[src/rtl/simd_issue_pkg.sv]
package simd_issue_pkg;

  typedef enum logic [2:0] {
    CLS_FADD  = 3'd0,
    CLS_FMUL  = 3'd1,
    CLS_FMA   = 3'd2,
    CLS_INT   = 3'd3,
    CLS_STORE = 3'd4
  } op_cls_e;

  localparam int CLS_W = 3;

  function automatic logic [1:0] src_count(logic [2:0] c);
    case (c)
      CLS_FADD, CLS_FMUL, CLS_INT: src_count = 2'd2;
      CLS_FMA:                     src_count = 2'd3;
      CLS_STORE:                   src_count = 2'd1;
      default:                     src_count = 2'd0;
    endcase
  endfunction

  function automatic logic [2:0] slot_mask(logic [1:0] n);
    case (n)
      2'd0:    slot_mask = 3'b000;
      2'd1:    slot_mask = 3'b001;
      2'd2:    slot_mask = 3'b011;
      default: slot_mask = 3'b111;
    endcase
  endfunction

  function automatic logic is_mul(logic [2:0] c);
    is_mul = (c == CLS_FMUL) || (c == CLS_FMA);
  endfunction

endpackage

[src/rtl/simd_port_need.sv]
module simd_port_need
  import simd_issue_pkg::*;
(
  input  logic [2:0] cls_i,
  input  logic [2:0] byp_i,
  output logic [1:0] need_o,
  output logic       legal_o
);

  logic [1:0] cnt;
  logic [2:0] used_byp;

  assign cnt      = src_count(cls_i);
  assign used_byp = byp_i & slot_mask(cnt);
  assign need_o   = cnt - 2'($countones(used_byp));
  assign legal_o  = (cls_i <= CLS_STORE);

endmodule

[src/rtl/simd_slot_pick.sv]
module simd_slot_pick
  import simd_issue_pkg::*;
#(
  parameter int NUM_UNIT     = 4,
  parameter int NUM_MUL_UNIT = 2,
  parameter int RD_PORTS     = 10,
  parameter int PORT_W       = 4
) (
  input  logic                valid_i,
  input  logic [2:0]          cls_i,
  input  logic [1:0]          need_i,
  input  logic                legal_i,
  input  logic [NUM_UNIT-1:0] unit_free_i,
  input  logic                store_free_i,
  input  logic [PORT_W-1:0]   ports_i,
  output logic [NUM_UNIT-1:0] unit_free_o,
  output logic                store_free_o,
  output logic [PORT_W-1:0]   ports_o,
  output logic [NUM_UNIT-1:0] unit_oh_o,
  output logic                store_o
);

  localparam logic [NUM_UNIT-1:0] MUL_MASK = {NUM_UNIT{1'b1}} >> (NUM_UNIT - NUM_MUL_UNIT);
  localparam logic [NUM_UNIT-1:0] ONE      = {{(NUM_UNIT-1){1'b0}}, 1'b1};

  logic [NUM_UNIT-1:0] mul_free, plain_free, cand_oh;
  logic [PORT_W-1:0]   sum;
  logic                want_mul, want_store, fits, slot_ok, take;

  always_comb begin
    mul_free   = unit_free_i & MUL_MASK;
    plain_free = unit_free_i & ~MUL_MASK;
    want_mul   = is_mul(cls_i);
    want_store = (cls_i == CLS_STORE);
    // steer: multiply work to capable units, simple work away from them
    if (want_mul)         cand_oh = mul_free & (~mul_free + ONE);
    else if (want_store)  cand_oh = '0;
    else if (|plain_free) cand_oh = plain_free & (~plain_free + ONE);
    else                  cand_oh = mul_free & (~mul_free + ONE);
    sum     = ports_i + PORT_W'(need_i);
    fits    = (sum <= PORT_W'(RD_PORTS));
    slot_ok = want_store ? store_free_i : (|cand_oh);
    take    = valid_i && legal_i && slot_ok && fits;
    unit_oh_o    = (take && !want_store) ? cand_oh : '0;
    store_o      = take && want_store;
    unit_free_o  = unit_free_i & ~unit_oh_o;
    store_free_o = store_free_i & ~store_o;
    ports_o      = take ? sum : ports_i;
  end

endmodule

[src/rtl/simd_issue_sel.sv]
module simd_issue_sel
  import simd_issue_pkg::*;
#(
  parameter int NUM_CAND     = 8,
  parameter int NUM_UNIT     = 4,
  parameter int NUM_MUL_UNIT = 2,
  parameter int RD_PORTS     = 10,
  localparam int IDX_W       = $clog2(NUM_CAND),
  localparam int PORT_W      = $clog2(RD_PORTS + 4) + 1
) (
  input  logic                      clk_i,
  input  logic                      rst_ni,
  input  logic [NUM_CAND-1:0]       valid_i,
  input  logic [NUM_CAND*CLS_W-1:0] cls_i,
  input  logic [NUM_CAND*3-1:0]     byp_i,
  output logic [NUM_UNIT-1:0]       unit_gnt_o,
  output logic [NUM_UNIT*IDX_W-1:0] unit_idx_o,
  output logic                      store_gnt_o,
  output logic [IDX_W-1:0]          store_idx_o,
  output logic [NUM_CAND-1:0]       issued_o
);

  logic [NUM_UNIT-1:0] free_c  [NUM_CAND+1];
  logic                sfree_c [NUM_CAND+1];
  logic [PORT_W-1:0]   ports_c [NUM_CAND+1];
  logic [NUM_UNIT-1:0] unit_oh [NUM_CAND];
  logic [NUM_CAND-1:0] st_oh;

  assign free_c[0]  = '1;
  assign sfree_c[0] = 1'b1;
  assign ports_c[0] = '0;

  for (genvar i = 0; i < NUM_CAND; i++) begin : g_cand
    logic [1:0] need;
    logic       legal;

    simd_port_need u_need (
      .cls_i  (cls_i[i*CLS_W +: CLS_W]),
      .byp_i  (byp_i[i*3 +: 3]),
      .need_o (need),
      .legal_o(legal)
    );

    simd_slot_pick #(
      .NUM_UNIT    (NUM_UNIT),
      .NUM_MUL_UNIT(NUM_MUL_UNIT),
      .RD_PORTS    (RD_PORTS),
      .PORT_W      (PORT_W)
    ) u_pick (
      .valid_i     (valid_i[i]),
      .cls_i       (cls_i[i*CLS_W +: CLS_W]),
      .need_i      (need),
      .legal_i     (legal),
      .unit_free_i (free_c[i]),
      .store_free_i(sfree_c[i]),
      .ports_i     (ports_c[i]),
      .unit_free_o (free_c[i+1]),
      .store_free_o(sfree_c[i+1]),
      .ports_o     (ports_c[i+1]),
      .unit_oh_o   (unit_oh[i]),
      .store_o     (st_oh[i])
    );
  end

  logic [NUM_UNIT-1:0]       gnt_d;
  logic [NUM_UNIT*IDX_W-1:0] idx_d;
  logic                      st_d;
  logic [IDX_W-1:0]          sidx_d;
  logic [NUM_CAND-1:0]       iss_d;

  always_comb begin
    gnt_d  = '0;
    idx_d  = '0;
    st_d   = 1'b0;
    sidx_d = '0;
    iss_d  = '0;
    for (int i = 0; i < NUM_CAND; i++) begin
      iss_d[i] = (|unit_oh[i]) | st_oh[i];
      for (int u = 0; u < NUM_UNIT; u++) begin
        if (unit_oh[i][u]) begin
          gnt_d[u]                = 1'b1;
          idx_d[u*IDX_W +: IDX_W] = IDX_W'(i);
        end
      end
      if (st_oh[i]) begin
        st_d   = 1'b1;
        sidx_d = IDX_W'(i);
      end
    end
  end

  always_ff @(posedge clk_i or negedge rst_ni) begin
    if (!rst_ni) begin
      unit_gnt_o  <= '0;
      unit_idx_o  <= '0;
      store_gnt_o <= 1'b0;
      store_idx_o <= '0;
      issued_o    <= '0;
    end else begin
      unit_gnt_o  <= gnt_d;
      unit_idx_o  <= idx_d;
      store_gnt_o <= st_d;
      store_idx_o <= sidx_d;
      issued_o    <= iss_d;
    end
  end

  // ---- checks ----
  logic [NUM_CAND*CLS_W-1:0] cls_q;
  logic [NUM_CAND*3-1:0]     byp_q;
  logic [NUM_CAND-1:0]       valid_q;
  int                        used_ports;

  always_ff @(posedge clk_i or negedge rst_ni) begin
    if (!rst_ni) begin
      cls_q   <= '0;
      byp_q   <= '0;
      valid_q <= '0;
    end else begin
      cls_q   <= cls_i;
      byp_q   <= byp_i;
      valid_q <= valid_i;
    end
  end

  always_comb begin
    used_ports = 0;
    for (int i = 0; i < NUM_CAND; i++) begin
      if (issued_o[i]) begin
        used_ports += int'(src_count(cls_q[i*CLS_W +: CLS_W]))
                    - $countones(byp_q[i*3 +: 3] & slot_mask(src_count(cls_q[i*CLS_W +: CLS_W])));
      end
    end
  end

  assert_port_budget_R6: assert property (@(posedge clk_i) disable iff (!rst_ni)
    used_ports <= RD_PORTS);

  assert_one_per_lane_R8: assert property (@(posedge clk_i) disable iff (!rst_ni)
    $countones(issued_o) == $countones(unit_gnt_o) + int'(store_gnt_o));

  assert_valid_only_R9: assert property (@(posedge clk_i) disable iff (!rst_ni)
    (issued_o & ~valid_q) == '0);

  assert_store_lane_R9: assert property (@(posedge clk_i) disable iff (!rst_ni)
    store_gnt_o |-> (cls_q[store_idx_o*CLS_W +: CLS_W] == CLS_STORE));

  for (genvar u = NUM_MUL_UNIT; u < NUM_UNIT; u++) begin : g_chk_unit
    assert_no_mul_R3: assert property (@(posedge clk_i) disable iff (!rst_ni)
      unit_gnt_o[u] |-> !is_mul(cls_q[unit_idx_o[u*IDX_W +: IDX_W]*CLS_W +: CLS_W]));
  end

endmodule

[config.mk]
export PLATFORM = sky130hd
export DESIGN_NAME = simd_issue_sel
export DESIGN_NICKNAME = d
export VERILOG_FILES = /design/src/rtl/simd_issue_pkg.sv /design/src/rtl/simd_port_need.sv /design/src/rtl/simd_slot_pick.sv /design/src/rtl/simd_issue_sel.sv
export SDC_FILE = /design/constraint.sdc
export NUM_CORES = 1
export LEC_CHECK = 0
export CAP_MARGIN = 20
export CORE_MARGIN = 2
export CORE_UTILIZATION = 53
export DETAILED_ROUTE_END_ITERATION = 6
export GPL_TIMING_DRIVEN = 0
export PLACE_DENSITY = 0.82
export SYNTH_ARGS = -nofsm -noshare
export SYNTH_HDL_FRONTEND = slang
export SYNTH_SLANG_ARGS = --single-unit
[constraint.sdc]
create_clock -name clk_i -period 0.8 [get_ports clk_i]
set_input_delay 0.08 -clock clk_i [delete_from_list [all_inputs] [get_ports clk_i]]
set_output_delay 0.08 -clock clk_i [all_outputs]
set_load 0.02 [all_outputs]
==> impl_results.md <==
* Boundary pin count at 86
* Layout-stage area growth over the synthesis result at 43.0%
* Worst IR drop on VDD at 0.00243 V
* Fraction of final layout cells with drive strength greater than 1 at 27.8%
* First-pass iteration count of the detailed router at 5
* CORE AREA at 7730 um^2
* Mean instance size in the synthesized netlist at 8.14 um^2
* Netlist area before placement at 4220 um^2
* Sw power at 9.54 mW
* Final ANT Viol Nets at 0
* Worst-margin pin slew at 0.923 ns
* Non-filler instance count after layout at 749
* Sw Share at 45.2%
* Die Footprint at 8690 um^2
* Initial antenna violation count at 0
* Instance count after placement with tap cells included at 697
* Cell-internal power at 11.6 mW
* Maximum Capacitance Violations at 0
* Data arrival, critical path at 13.53 ns
* Critical path's largest stage delay at 0.57 ns
* Library cell occupying the most area in the post-synthesis netlist: dfrtp_1
* Global-route wire length before repair at 20400 um
* Critical Path Start Type: input port
* Violations in the final reports: hold timing, setup timing
* Via count at 4536
* Setup TNS after final layout at -295.81 ns
* Layout fillers at 513
* Least setup slack across all paths after layout at -12.55 ns
* Maximum fanout count along the critical path at 6
* Total clock buffers created by CTS at 3
* Share of synthesized area occupied by flip-flops and latches at 16.6%
* Seq cells post-synth at 28
* Worst hold margin at -0.171 ns
* Clock buffer depth at 2
* Worst Path Class, Setup: input port to flip-flop
* Slew HR at 37.9%
* Most used flip-flop cell after synthesis: dfrtp_1
* Port bufs at 76
* Most numerous cell on the critical path: buf_4
* Placer's final routability congestion estimate at 0.953
* Die width at 93.2 um
* Gate power share at 84.4%
* Worst-path clk slew at 0.11 ns
* Leakage power at 2.58 nW
* Setup repair after global routing missed its margin: yes
* Post-synth EDFFs at 0
* Detailed Place HPWL at 9340 um
* Max H-tree Level at 1
* Most area-consuming cells after synthesis: dfrtp_1, fa_1, ha_1
* Total gr overflow at 0
* Finish-stage setup viols at 55
* Yosys synthesis warning count at 0
* Die Y-Extent at 93.2 um
* Clk root buf: clkbuf_8
* Residual DRC count at 0
* Post-synth cell types at 80
* Clock tree from TritonCTS: built
* Initial core utilization at 54.6%
* Clock network power share at 5.6%
* Hold_buf cts at 0
* Hold Path Class: input port to async pin
* Count of pins over their slew limit at 0
* Number of global-route vias before repair at 4309
* Fraction of registers with async set/reset at 100%
* Peak clock frequency supported by timing at 74.9 MHz
* Number of antenna diodes at 0
* Sequential cell fraction of total power at 10.1%
* Post-synth top area share at 16.6%
* Fin crit share at 1670%
* Endpoints failing hold at 11
* Number of sinks driven by the clock tree at 28
* Nets at 750
* Power per cell area at 3500 nW/um^2
* Status: finished, violations left
* Final routed wirelength across all metal layers at 12900 um
* Critical path endpoint category: flip-flop
* Required arrival time at the worst endpoint at 0.98 ns
* Synthesized instance count at 518
* Drt wl/cell at 17.2 um
* Syn_nets at 620
* Pin count of the biggest net entering global routing at 18
* Rows at 32
* Cell at the slowest stage of the critical path: fa_2
* Clock period minus worst slack at 13.35 ns
* Vias per Instance at 6.06
* Global router's overall resource usage at 29.0%
* Detailed Route Iter0 Violations at 351
==> cells in the mapped netlist (all sizes together), types with 4 or more instances <==
cell type	number
or4	4
a31oi	8
nor2	54
nand2	47
nor4bb	4
mux2	11
nand2b	12
nand3	8
buf	4
inv	33
xnor2	28
nor3	9
o211ai	8
nor2b	19
xor2	10
or2	5
and2	10
o21a	12
a41oi	4
clkbuf	17
ha	21
o21ai	27
a21o	4
a21oi	27
o31ai	5
and3	5
dfrtp	28
o2111ai	4
fa	23
==> metrics by stage <==
step	util, %	total power, mW	instance area, um^2	setup WS (ns)
CTS	76.1	19.3	5880	-12.25
global route	78.1	22.5	6030	-12.85
floorplan	-	11.1	4380	-12.34
detailed placement	68.5	14.3	5300	-14.11
global placement	68.2	13.8	5270	-13.79
finish	78.1	21.1	6030	-12.55
==> sequential cells by signal, summed over array words and instances, names as in the netlist <==
name	count
unit_idx_o	12
store_gnt_o	1
store_idx_o	3
issued_o	8
unit_gnt_o	4
==> what timing repair did <==
action / in CTS / in global routing
resized for setup: 236 / 19
cloned: 0 / 0
endpoints found under the hold margin: 0 / 11
setup endpoints to repair: 56 / 72
pin swaps: 49 / 13
setup buffers: 39 / 12
==> worst max-delay path by stage <==
stage	end	cells after the start	start	slack [ns]
finish	unit_idx_o[11]	64	cls_i[0]	-12.55
global route	unit_idx_o[9]	60	cls_i[0]	-12.85
CTS	unit_idx_o[9]	60	cls_i[0]	-12.25
detailed placement	unit_idx_o[11]	61	cls_i[2]	-14.11
global placement	unit_idx_o[9]	61	cls_i[2]	-13.79
floorplan	unit_idx_o[9]	61	cls_i[1]	-12.34
==> critical path, delay by kind of cell <==
kind | cells | cell delay, ns
AOI/OAI and AO/OA | 14 | 3.22
xor gates and xnor gates | 1 | 0.16
adders and majority gates | 14 | 4.93
buffers and inverters | 16 | 1.67
muxes | 5 | 1.43
and+or+nand+nor | 14 | 2.04
==> power groups by stage <==
stage	clock network [mW]	registers, mW	logic [mW]
3_3_place_gp	0	2.04	11.8
5_1_grt	1.23	2.16	19.1
4_1_cts	1.16	2.12	16.0
2_1_floorplan	0	2.69	8.38
6_report	1.17	2.12	17.8
3_5_place_dp	0	2.05	12.3
==> final cells by class <==
class                   count  area (um^2)  area share [%]
flip-flops and latches     28          701            11.6
clock inverters             1         30.0           0.498
repair buffers            127         1220            20.2
multi-input cells         436         3700            61.4
clock buffers               3         41.3           0.684
plain buffers              19         90.1            1.49
inverters                  33          124            2.05
well taps                 102          128            2.12
==> layer usage <==
metal	vias to the layer above	share of wire [%]	track usage, %
li1	2117	-	-
met1	2157	42	40.4
met2	228	47	48.7
met3	34	7.5	2.98
met4	0	2.5	6.86
met5	-	0	0
==> layout by cell type (no fill, tap or decap), drive strengths merged, types with 4 or more instances in the layout <==
master	count
nor3	9
o31ai	5
nand2b	12
dfrtp	28
clkdlybuf4s50	39
a21o	4
and3	5
ha	21
mux2	11
o2111ai	4
nor2	54
a21oi	27
o21ai	27
dlygate4sd2	4
clkbuf	19
xnor2	28
buf	86
nor2b	19
inv	33
or2	5
nand2	47
or4	4
nor4bb	4
fa	23
a31oi	8
o21a	12
o211ai	8
a41oi	4
nand3	8
xor2	10
and2	10
==> cell families after synthesis <==
kind of cell | synth area share [%]
muxes | 3.65
buffers and inverters | 5.13
xor gates and xnor gates | 7.89
AOI/OAI and AO/OA | 25.5
DFF | 16.6
and+or+nand+nor | 23.8
adders and majority gates | 17.4
Note: power is estimated with default switching activity, not from simulation.
